==> src/rtl/rtc_pkg.sv <==
package rtc_pkg;
  localparam int ADDR_W = 3;
  localparam logic [ADDR_W-1:0] ADDR_SEC  = 3'd0;
  localparam logic [ADDR_W-1:0] ADDR_MIN  = 3'd1;
  localparam logic [ADDR_W-1:0] ADDR_HOUR = 3'd2;
  localparam logic [ADDR_W-1:0] ADDR_DAY  = 3'd3;
  localparam logic [ADDR_W-1:0] ADDR_MON  = 3'd4;

  function automatic logic [7:0] bcd_inc(input logic [7:0] v);
    if (v[3:0] >= 4'd9) return {v[7:4] + 4'd1, 4'h0};
    return v + 8'd1;
  endfunction

  function automatic logic [5:0] last_day(input logic [4:0] mon, input logic leap);
    case (mon)
      5'h02:                      return leap ? 6'h29 : 6'h28;
      5'h04, 5'h06, 5'h09, 5'h11: return 6'h30;
      default:                    return 6'h31;
    endcase
  endfunction
endpackage

==> src/rtl/rtc_prescaler.sv <==
module rtc_prescaler #(
  parameter int PRESC_W = 4,
  parameter int CLR_W   = 3
) (
  input  logic clk_i,
  input  logic rst_ni,
  input  logic osc_tick_i,
  input  logic realign_i,
  input  logic hold_i,
  output logic sec_tick_o
);
  localparam int KEEP_W = PRESC_W - CLR_W;
  localparam logic [PRESC_W-1:0] KEEP_MASK = (PRESC_W)'((1 << KEEP_W) - 1);

  logic [PRESC_W-1:0] cnt_q;

  always_ff @(posedge clk_i or negedge rst_ni) begin
    if (!rst_ni)         cnt_q <= '0;
    else if (realign_i)  cnt_q <= cnt_q & KEEP_MASK;
    else if (osc_tick_i) cnt_q <= cnt_q + 1'b1;
  end

  // a bus write in the same cycle swallows the tick
  assign sec_tick_o = osc_tick_i && (&cnt_q) && !hold_i;

  assert_realign_clears_R10: assert property (@(posedge clk_i) disable iff (!rst_ni)
    realign_i |=> cnt_q[PRESC_W-1 -: CLR_W] == '0);
endmodule

==> src/rtl/rtc_mod60.sv <==
module rtc_mod60 (
  input  logic       clk_i,
  input  logic       rst_ni,
  input  logic       tick_i,
  input  logic       we_i,
  input  logic [7:0] wdata_i,
  output logic [7:0] val_o,
  output logic       carry_o
);
  import rtc_pkg::*;
  logic [7:0] val_q;

  always_ff @(posedge clk_i or negedge rst_ni) begin
    if (!rst_ni)      val_q <= '0;
    else if (we_i)    val_q <= wdata_i & 8'h7F;
    else if (tick_i)  val_q <= (val_q == 8'h59) ? 8'h00 : bcd_inc(val_q);
  end

  assign carry_o = tick_i && (val_q == 8'h59);
  assign val_o   = val_q;

  assert_wrap_59_R2: assert property (@(posedge clk_i) disable iff (!rst_ni)
    (tick_i && !we_i && val_q == 8'h59) |=> val_q == 8'h00);
endmodule

==> src/rtl/rtc_hour.sv <==
module rtc_hour (
  input  logic       clk_i,
  input  logic       rst_ni,
  input  logic       tick_i,
  input  logic       we_i,
  input  logic [7:0] wdata_i,
  output logic [7:0] hour_o,
  output logic       carry_o
);
  import rtc_pkg::*;
  logic [7:0] hr_q, inc;
  logic [5:0] h, h_nxt;
  logic       pm, m12, flip, carry;

  assign h   = hr_q[5:0];
  assign pm  = hr_q[7];
  assign m12 = hr_q[6];
  assign inc = bcd_inc({2'b00, h});

  always_comb begin
    h_nxt = inc[5:0];
    flip  = (h == 6'h11);
    carry = 1'b0;
    if (m12) begin
      if (h == 6'h12) h_nxt = 6'h01;
      carry = (h == 6'h11) && pm;
    end else begin
      if (h == 6'h23) h_nxt = 6'h00;
      flip  = (h == 6'h11) || (h == 6'h23);
      carry = (h == 6'h23);
    end
  end

  always_ff @(posedge clk_i or negedge rst_ni) begin
    if (!rst_ni)     hr_q <= '0;
    else if (we_i)   hr_q <= wdata_i;
    else if (tick_i) hr_q <= {pm ^ flip, m12, h_nxt};
  end

  assign carry_o = tick_i && carry;
  assign hour_o  = hr_q;

  assert_mode_kept_R12: assert property (@(posedge clk_i) disable iff (!rst_ni)
    !we_i |=> $stable(hr_q[6]));
  assert_pm_flip_24h_R6: assert property (@(posedge clk_i) disable iff (!rst_ni)
    (tick_i && !we_i && !m12 && h == 6'h23) |=> (hr_q[7] != $past(hr_q[7])) && hr_q[5:0] == 6'h00);
endmodule

==> src/rtl/rtc_date.sv <==
module rtc_date (
  input  logic       clk_i,
  input  logic       rst_ni,
  input  logic       tick_i,
  input  logic       we_day_i,
  input  logic       we_mon_i,
  input  logic [7:0] wdata_i,
  output logic [7:0] day_o,
  output logic [7:0] mon_o
);
  import rtc_pkg::*;
  logic [7:0] day_q, mon_q, day_inc, mon_inc;
  logic [5:0] last;
  logic       wrap;

  assign last    = last_day(mon_q[4:0], mon_q[7]);
  assign wrap    = (day_q[5:0] == last);
  assign day_inc = bcd_inc(day_q);
  assign mon_inc = bcd_inc(mon_q & 8'h1F);

  always_ff @(posedge clk_i or negedge rst_ni) begin
    if (!rst_ni) begin
      day_q <= 8'h01;
      mon_q <= 8'h01;
    end else begin
      if (we_day_i) day_q <= wdata_i & 8'h3F;
      if (we_mon_i) mon_q <= wdata_i & 8'h9F;
      if (tick_i && !we_day_i && !we_mon_i) begin
        day_q <= wrap ? 8'h01 : day_inc;
        if (wrap)
          mon_q <= {mon_q[7], 2'b00, (mon_q[4:0] == 5'h12) ? 5'h01 : mon_inc[4:0]};
      end
    end
  end

  assign day_o = day_q;
  assign mon_o = mon_q;

  assert_feb28_R8: assert property (@(posedge clk_i) disable iff (!rst_ni)
    (tick_i && !we_day_i && !we_mon_i && !mon_q[7] && mon_q[4:0] == 5'h02 && day_q == 8'h28)
    |=> day_q == 8'h01 && mon_q[4:0] == 5'h03);
  assert_dec_wrap_R9: assert property (@(posedge clk_i) disable iff (!rst_ni)
    (tick_i && !we_day_i && !we_mon_i && mon_q[4:0] == 5'h12 && day_q == 8'h31)
    |=> mon_q[4:0] == 5'h01 && mon_q[7] == $past(mon_q[7]));
endmodule

==> src/rtl/rtc_calendar.sv <==
module rtc_calendar #(
  parameter int PRESC_W = 4,
  parameter int CLR_W   = 3
) (
  input  logic       clk_i,
  input  logic       rst_ni,
  input  logic       osc_tick_i,
  input  logic       we_i,
  input  logic [2:0] addr_i,
  input  logic [7:0] wdata_i,
  output logic [7:0] rdata_o
);
  import rtc_pkg::*;

  logic       we_ok, sec_tick, hour_carry;
  logic [1:0] cnt_tick, cnt_carry;
  logic [7:0] cnt_val [2];
  logic [7:0] hour_val, day_val, mon_val;

  assign we_ok = we_i && (addr_i <= ADDR_MON);

  rtc_prescaler #(.PRESC_W(PRESC_W), .CLR_W(CLR_W)) u_presc (
    .clk_i, .rst_ni, .osc_tick_i,
    .realign_i (we_ok && addr_i == ADDR_SEC),
    .hold_i    (we_ok),
    .sec_tick_o(sec_tick)
  );

  assign cnt_tick = {cnt_carry[0], sec_tick};

  for (genvar g = 0; g < 2; g++) begin : g_ms
    rtc_mod60 u_cnt (
      .clk_i, .rst_ni,
      .tick_i (cnt_tick[g]),
      .we_i   (we_ok && addr_i == ADDR_W'(g)),
      .wdata_i,
      .val_o  (cnt_val[g]),
      .carry_o(cnt_carry[g])
    );
  end

  rtc_hour u_hour (
    .clk_i, .rst_ni,
    .tick_i (cnt_carry[1]),
    .we_i   (we_ok && addr_i == ADDR_HOUR),
    .wdata_i,
    .hour_o (hour_val),
    .carry_o(hour_carry)
  );

  rtc_date u_date (
    .clk_i, .rst_ni,
    .tick_i  (hour_carry),
    .we_day_i(we_ok && addr_i == ADDR_DAY),
    .we_mon_i(we_ok && addr_i == ADDR_MON),
    .wdata_i,
    .day_o   (day_val),
    .mon_o   (mon_val)
  );

  always_comb begin
    case (addr_i)
      ADDR_SEC:  rdata_o = cnt_val[0];
      ADDR_MIN:  rdata_o = cnt_val[1];
      ADDR_HOUR: rdata_o = hour_val;
      ADDR_DAY:  rdata_o = day_val;
      ADDR_MON:  rdata_o = mon_val;
      default:   rdata_o = 8'h00;
    endcase
  end

  assert_write_blocks_tick_R11: assert property (@(posedge clk_i) disable iff (!rst_ni)
    (we_ok && addr_i != ADDR_SEC) |=> $stable(cnt_val[0]));
  assert_leap_kept_R12: assert property (@(posedge clk_i) disable iff (!rst_ni)
    !(we_ok && addr_i == ADDR_MON) |=> $stable(mon_val[7]));
endmodule

==> config.mk <==
export PLATFORM = sky130hd
export DESIGN_NAME = rtc_calendar
export DESIGN_NICKNAME = d
export VERILOG_FILES = /design/src/rtl/rtc_pkg.sv /design/src/rtl/rtc_prescaler.sv /design/src/rtl/rtc_mod60.sv /design/src/rtl/rtc_hour.sv /design/src/rtl/rtc_date.sv /design/src/rtl/rtc_calendar.sv
export SDC_FILE = /design/constraint.sdc
export NUM_CORES = 1
export LEC_CHECK = 0
export CAP_MARGIN = 25
export CORE_MARGIN = 4
export CORE_UTILIZATION = 45
export CTS_CLUSTER_DIAMETER = 30
export DETAILED_ROUTE_END_ITERATION = 10
export SLEW_MARGIN = 20
export SYNTH_ARGS = -nofsm -noshare
export SYNTH_HDL_FRONTEND = slang
export SYNTH_SLANG_ARGS = --single-unit
==> constraint.sdc <==
create_clock -name clk_i -period 2.65 [get_ports clk_i]
set_input_delay 0.265 -clock clk_i [delete_from_list [all_inputs] [get_ports clk_i]]
set_output_delay 0.265 -clock clk_i [all_outputs]
set_load 0.02 [all_outputs]
Word level (Yosys, flattened, before mapping)
Index checks and enable logic that the tools add are counted.
{ "op_classes": {"n_bitwise": 2, "add_sub_neg": 11, "order_cmp": 6, "eq_ne": 17, "n_mux": 44, "reduce_logical": 27} }
{ "op_table": {"columns": ["operator", "n"], "rows": [
  ["$mux W8", 20],
  ["$pmux W8 S5", 1],
  ["$mux W6", 5],
  ["$add A8 B1 Y8 const B", 3],
  ["$ge A4 B4 Y1 const B", 5],
  ["$add A4 B1 Y4 const B", 4],
  ["$eq A8 B7 Y1 const B", 2],
  ["$mux W5", 3],
  ["$logic_and A1 B1 Y1", 14],
  ["$eq A6 B5 Y1 const B", 2],
  ["$mux W1", 12],
  ["$pmux W6 S2", 1],
  ["$eq A5 B3 Y1 const B", 2],
  ["$eq A5 B5 Y1 const B", 2],
  ["$reduce_bool A2 Y1", 5],
  ["$mux W4", 2],
  ["$add A6 B1 Y6 const B", 1],
  ["$eq A3 B2 Y1 const B", 2],
  ["$eq A6 B6 Y1", 1],
  ["$eq A6 B6 Y1 const B", 1],
  ["$add A5 B1 Y5 const B", 1],
  ["$eq A5 B2 Y1 const B", 1],
  ["$eq A5 B4 Y1 const B", 1],
  ["$reduce_and A4 Y1", 1],
  ["13 further kinds", 15]
]} }
{ "word_totals": {"out_inout_bits": 8, "wordCells": 116, "register_bits": 44} }

Logic depth before layout (Yosys ltp)
{ "depth": {"depth_word": 11, "ltp_mapped": 11, "ltp_nobuf": 9} }

Hierarchy
A second synthesis with hierarchy kept.
{ "hier_totals": {"cells_unflattened": 386, "area_unflattened_um2": 3510.9} }
{ "modules_own_cells": {"columns": ["module", "area_per_inst_um2", "instances", "seq_area_each_um2", "cells_per_inst"], "rows": [
  ["rtc_date", 1141.1, 1, 402.9, 123],
  ["rtc_mod60", 566.8, 2, 200.2, 63],
  ["rtc_hour", 600.6, 1, 200.2, 68],
  ["rtc_calendar", 430.4, 1, 0.0, 51],
  ["rtc_prescaler", 205.2, 1, 100.1, 18]
]} }

Worst setup path after synthesis
OpenSTA, ideal clock, no wires.
{ "synth_timing": {"kind": "reg2reg", "start": "register u_date.mon_q[0] (netlist: u_date.mon_o[0])", "end": "register u_date.mon_q[4] (netlist: u_date.mon_o[4])", "path_slack_ns": 0.353, "path_stages_with_launch": 11, "path_buffers": 1, "setup_ns": 0.118, "period_less_slack_ns": 2.297, "arrival_ns": 2.179, "t_required_ns": 2.532, "path_cell_list": "dfstp_2 inv_1 ha_1 nor4b_2 mux2i_1 nor3_1 mux2i_1 or2_1 buf_6 o21bai_1 a21o_1"} }
{ "synth_via": {"elab_chain_cells": 6, "word_cells_on_any_way": 16} }
{ "synth_lines": {"columns": ["item", "line", "text"], "rows": [
  ["start: declaration", "rtc_date.sv:12", "logic [7:0] day_q, mon_q, day_inc, mon_inc;"],
  ["start signal: assignment", "rtc_date.sv:27", "if (we_mon_i) mon_q <= wdata_i & 8'h9F;"],
  ["start signal: assignment", "rtc_date.sv:31", "mon_q <= {mon_q[7], 2'b00, (mon_q[4:0] == 5'h12) ? 5'h01 : mon_inc[4:0]};"],
  ["$eq A5 B3 Y1 (tied with other cells)", "rtc_pkg.sv:15", "case (mon)"],
  ["$reduce_or A4 Y1 or $mux W1 (tied branches)", "rtc_pkg.sv:15, rtc_pkg.sv:10", null],
  ["$pmux W6 S2 or $mux W5 (tied branches)", "rtc_pkg.sv:15, rtc_pkg.sv:11", null],
  ["$eq A6 B6 Y1 or $mux W5 (tied branches)", "rtc_date.sv:17, rtc_date.sv:31", null],
  ["$mux W8 *", "rtc_date.sv:30", "if (wrap)"],
  ["$mux W8 *", "rtc_date.sv:28", "if (tick_i && !we_day_i && !we_mon_i) begin"]
]} }
Mark *: on every way between the ends. The rest lies on a longest branch, timed or not. The select of a mux whose other input is x is not followed.
A chain may end at the register's enable or synchronous reset.

Worst setup path in the final report
{ "layout_timing": {"start": "input port addr_i[0]", "end": "output port rdata_o[3]"} }
{ "layout_via": {"elab_chain_cells": 2, "word_cells_on_any_way": 6} }
{ "layout_lines": {"columns": ["item", "line", "text"], "rows": [
  ["start: declaration", "rtc_calendar.sv:9", "input logic [2:0] addr_i,"],
  ["$eq A3 B3 Y1 (tied with other cells)", "rtc_calendar.sv:62", "case (addr_i)"],
  ["$pmux W8 S5 *", "rtc_calendar.sv:62", null],
  ["end: declaration", "rtc_calendar.sv:11", "output logic [7:0] rdata_o"]
]} }
Mark *: on every way between the ends. The rest lies on a longest branch, timed or not.

==> results.md <==
* Number of global-route vias before repair at 2964
* Later-pin clock latency in the skew report at roughly 0.30 ns
* Instance area at placement at just under 0.004 mm2
* Static leakage power at about 1.8 nW
* First-pass DRT Iterations at 5
* Syn_area_per_cell at 8.44 um2
* Post-Synthesis Cell Area at ~0.0034 mm2
* Maximum net fanout on the critical path at 4
* Status: completed
* Antenna violations before repair at 0
* Detail-routed net length per standard cell at between 15 and 20 um
* Initial core utilization at between 40% and 50%
* Global routing usage on met1 at 30.4%
* Worst-case clock buffer depth at 2
* Detailed placement HPWL at between 7000 and 8000 um
* Clock Pin Slew Worst Setup and Hold Paths at approximately 0.090 ns
* Die height at 94.6 um
* Synth Net Count at 441
* Fillers at ~670
* Slew HR at between 60 and 70%
* Global-route wire length before repair at 15000 um
* Share of the clock period used by the worst path at a little over nine tenths
* GRT Max-Usage Layer: met2
* Vias at roughly 3100
* Final sum of negative setup slack at 0 ns
* Seq/Total Area, Yosys at around a third
* Count of antenna-violating nets left after detailed routing at 0
* Final estimated routing congestion in global placement at roughly 0.87
* Kind of launch point of the worst setup path: input pin
* Final routed DRC violation total at 0
* Number of setup buffers added after CTS at 0
* EDFF count, synth at 0
* Final critical path time including I/O delays and setup at between 2 and 3 ns
* Total power at roughly 2.7 mW
* Cell variety after synth at 63
* TritonCTS clock tree: done
* Type of the worst min-delay path: in2async
* Data arrival time of the critical path at between 2 and 2.5 ns
* Worst hold slack at around 0.48 ns
* Area of the core at just over 0.007 mm2
* RSZ-0062 raised after global routing: false
* Overall die width at about 95 um
* Nature of the critical path endpoint: primary output
* Synth async-reset ratio at between 90% and 100%
* Main synth FF type: sky130_fd_sc_hd__dfrtp_1
* Worst-margin pin slew at around 0.56 ns
* Cell chosen for the clock root: sky130_fd_sc_hd__clkbuf_8
* Starting DRC count in detailed routing at roughly 170
* DR vias/cell at a little under 6
* Max-capacitance violation count at 0
* Met3 Usage GRT at around 2.9%
* DIE AREA at approximately 0.0090 mm2
* Overall Global Routing Usage at 21.6%
* Global routing usage on met2 at 36.1%
* Final hold violation count at 0
* P per Cell Area at 674 mW/mm2
* Proportion of layout cells with a drive suffix above 1 at between 10% and 20%
* Number of CTS-inserted buffers at 5
* Setup clock skew after layout at 0.0121 ns
* Category of the critical setup timing path: in2out
* Area grow syn2layout at 18.7%
* Data required, critical path at roughly 2.4 ns
* Syn Inst Count at 400
* Synth Register Bits at 44
* DRT Wirelength at around 9300 um
* Worst voltage drop across the vdd grid at between 300 and 400 uV
* H-tree levels at 2
* Util after Layout at a little under three fifths
* Final Net Count at 481
* Sinks on Clock Net at 44
* Max Fclk at 394 MHz
* Pin count of the biggest net entering global routing at 25
* Number of setup violations in the final report at 0
* Max-slew violation count at 0
* Count of yosys warnings during synthesis at 0
* Residual overflow from global routing at 0
* Area of all placed cells without fillers at roughly 0.0040 mm2
* Number of buffers added on ports at 22
* Num ports at 23
* Number of cell rows at 31
* Antenna Diode Count at 0
sequential cells by signal, summed over array words and instances, names as in the netlist:
register	flops
u_presc.cnt_q	4
u_date.day_o	8
g_ms.u_cnt.val_o	16
u_hour.hour_o	8
u_date.mon_o	8
final timing paths:
check | startpoint | endpoint | slack (ns) | depth (start not counted)
max in group asynchronous | rst_ni | u_date.day_o[0] | 1.57 | 3
max | addr_i[0] | rdata_o[3] | 0.11 | 5
max reg2reg | u_hour.hour_o[1] | u_date.mon_o[4] | 0.16 | 9
min in group clk_i | u_date.mon_o[6] | u_date.mon_o[6] | 0.51 | 1
min reg2reg | u_date.mon_o[6] | u_date.mon_o[6] | 0.51 | 1
min | rst_ni | u_presc.cnt_q[2] | 0.48 | 2
cells by family after synthesis:
group | synth area share, %
flops | 32.7
simple gates | 25.6
compound gates | 22.3
fa+ha+maj | 9.64
buf+inv | 4.48
mux | 3.78
xor+xnor | 1.56
through the flow:
stage / worst slack, ns / cells
2_1_floorplan: 0.353 / 400
5_1_grt: 0.0281 / 540
3_3_place_gp: 0.0396 / 530
4_1_cts: 0.0423 / 540
3_5_place_dp: 0.0569 / 531
6_report: 0.111 / 540
per-layer routing:
metal / wire (um) / vias up
li1: - / 1531
met1: 4420 / 1522
met2: 4430 / 75
met3: 372 / 10
met4: 77 / 0
met5: 0 / -
where the power goes:
part / switching [mW] / internal [mW] / leakage, nW
Sequential: 0.260 / 0.856 / 0.534
Combinational: 0.573 / 0.488 / 1.25
Clock: 0.246 / 0.279 / 0.0541
Total: 1.08 / 1.62 / 1.84
cell usage in the layout, fill, tap and decap left out, drive strengths merged, types with 8 or more instances in the layout:
master / synthesis / final
nor2: 28 / 28
nand2: 61 / 61
clkdlybuf4s50: 0 / 14
inv: 17 / 17
nand3: 16 / 16
buf: 6 / 31
o22ai: 9 / 9
dfrtp: 42 / 42
a21oi: 17 / 17
a22oi: 20 / 20
o21ai: 28 / 28
a31oi: 8 / 8
ha: 26 / 26
cell type report:
cell class,instances,area [um2],area share [%]
clock buffers,5,68.8,1.72
repair buffers,53,477,11.9
multi-input cells,319,2130,53.1
flip-flops and latches,44,1100,27.5
clock inverters,3,42.5,1.06
well taps,99,124,3.09
inverters,17,63.8,1.59
synthesized netlist by cell type, types with 5 or more instances:
cell type	instances	share of area, %
sky130_fd_sc_hd__a21oi_1	16	2.4
sky130_fd_sc_hd__a22oi_1	20	4.4
sky130_fd_sc_hd__a31oi_1	8	1.5
sky130_fd_sc_hd__and2_1	6	1.1
sky130_fd_sc_hd__and3_1	5	0.93
sky130_fd_sc_hd__clkbuf_1	14	1.6
sky130_fd_sc_hd__dfrtp_1	42	31
sky130_fd_sc_hd__ha_1	26	9.6
sky130_fd_sc_hd__inv_1	17	1.9
sky130_fd_sc_hd__mux2i_1	6	1.8
sky130_fd_sc_hd__nand2_1	61	6.8
sky130_fd_sc_hd__nand2b_1	6	1.1
sky130_fd_sc_hd__nand3_1	15	2.2
sky130_fd_sc_hd__nor2_1	28	3.1
sky130_fd_sc_hd__nor2b_1	6	1.1
sky130_fd_sc_hd__nor3_1	6	0.89
sky130_fd_sc_hd__o21ai_0	27	4.0
sky130_fd_sc_hd__o22ai_1	9	1.7
sky130_fd_sc_hd__xor2_1	5	1.3
critical path, stage by stage:
cell	delay [ns]
sky130_fd_sc_hd__clkdlybuf4s50_1	0.57
sky130_fd_sc_hd__mux4_2	0.54
sky130_fd_sc_hd__nor2b_1	0.15
sky130_fd_sc_hd__a31o_2	0.21
sky130_fd_sc_hd__clkdlybuf4s50_1	0.53
what timing repair did:
item | in CTS | in global routing
hold buffers | 1 | 0
endpoints found under the setup margin | 1 | 9
hold endpoints to repair | 20 | 0
gates resized for setup | 1 | 7
pin swaps | 0 | 0
Power figures use the tool's default switching activity.
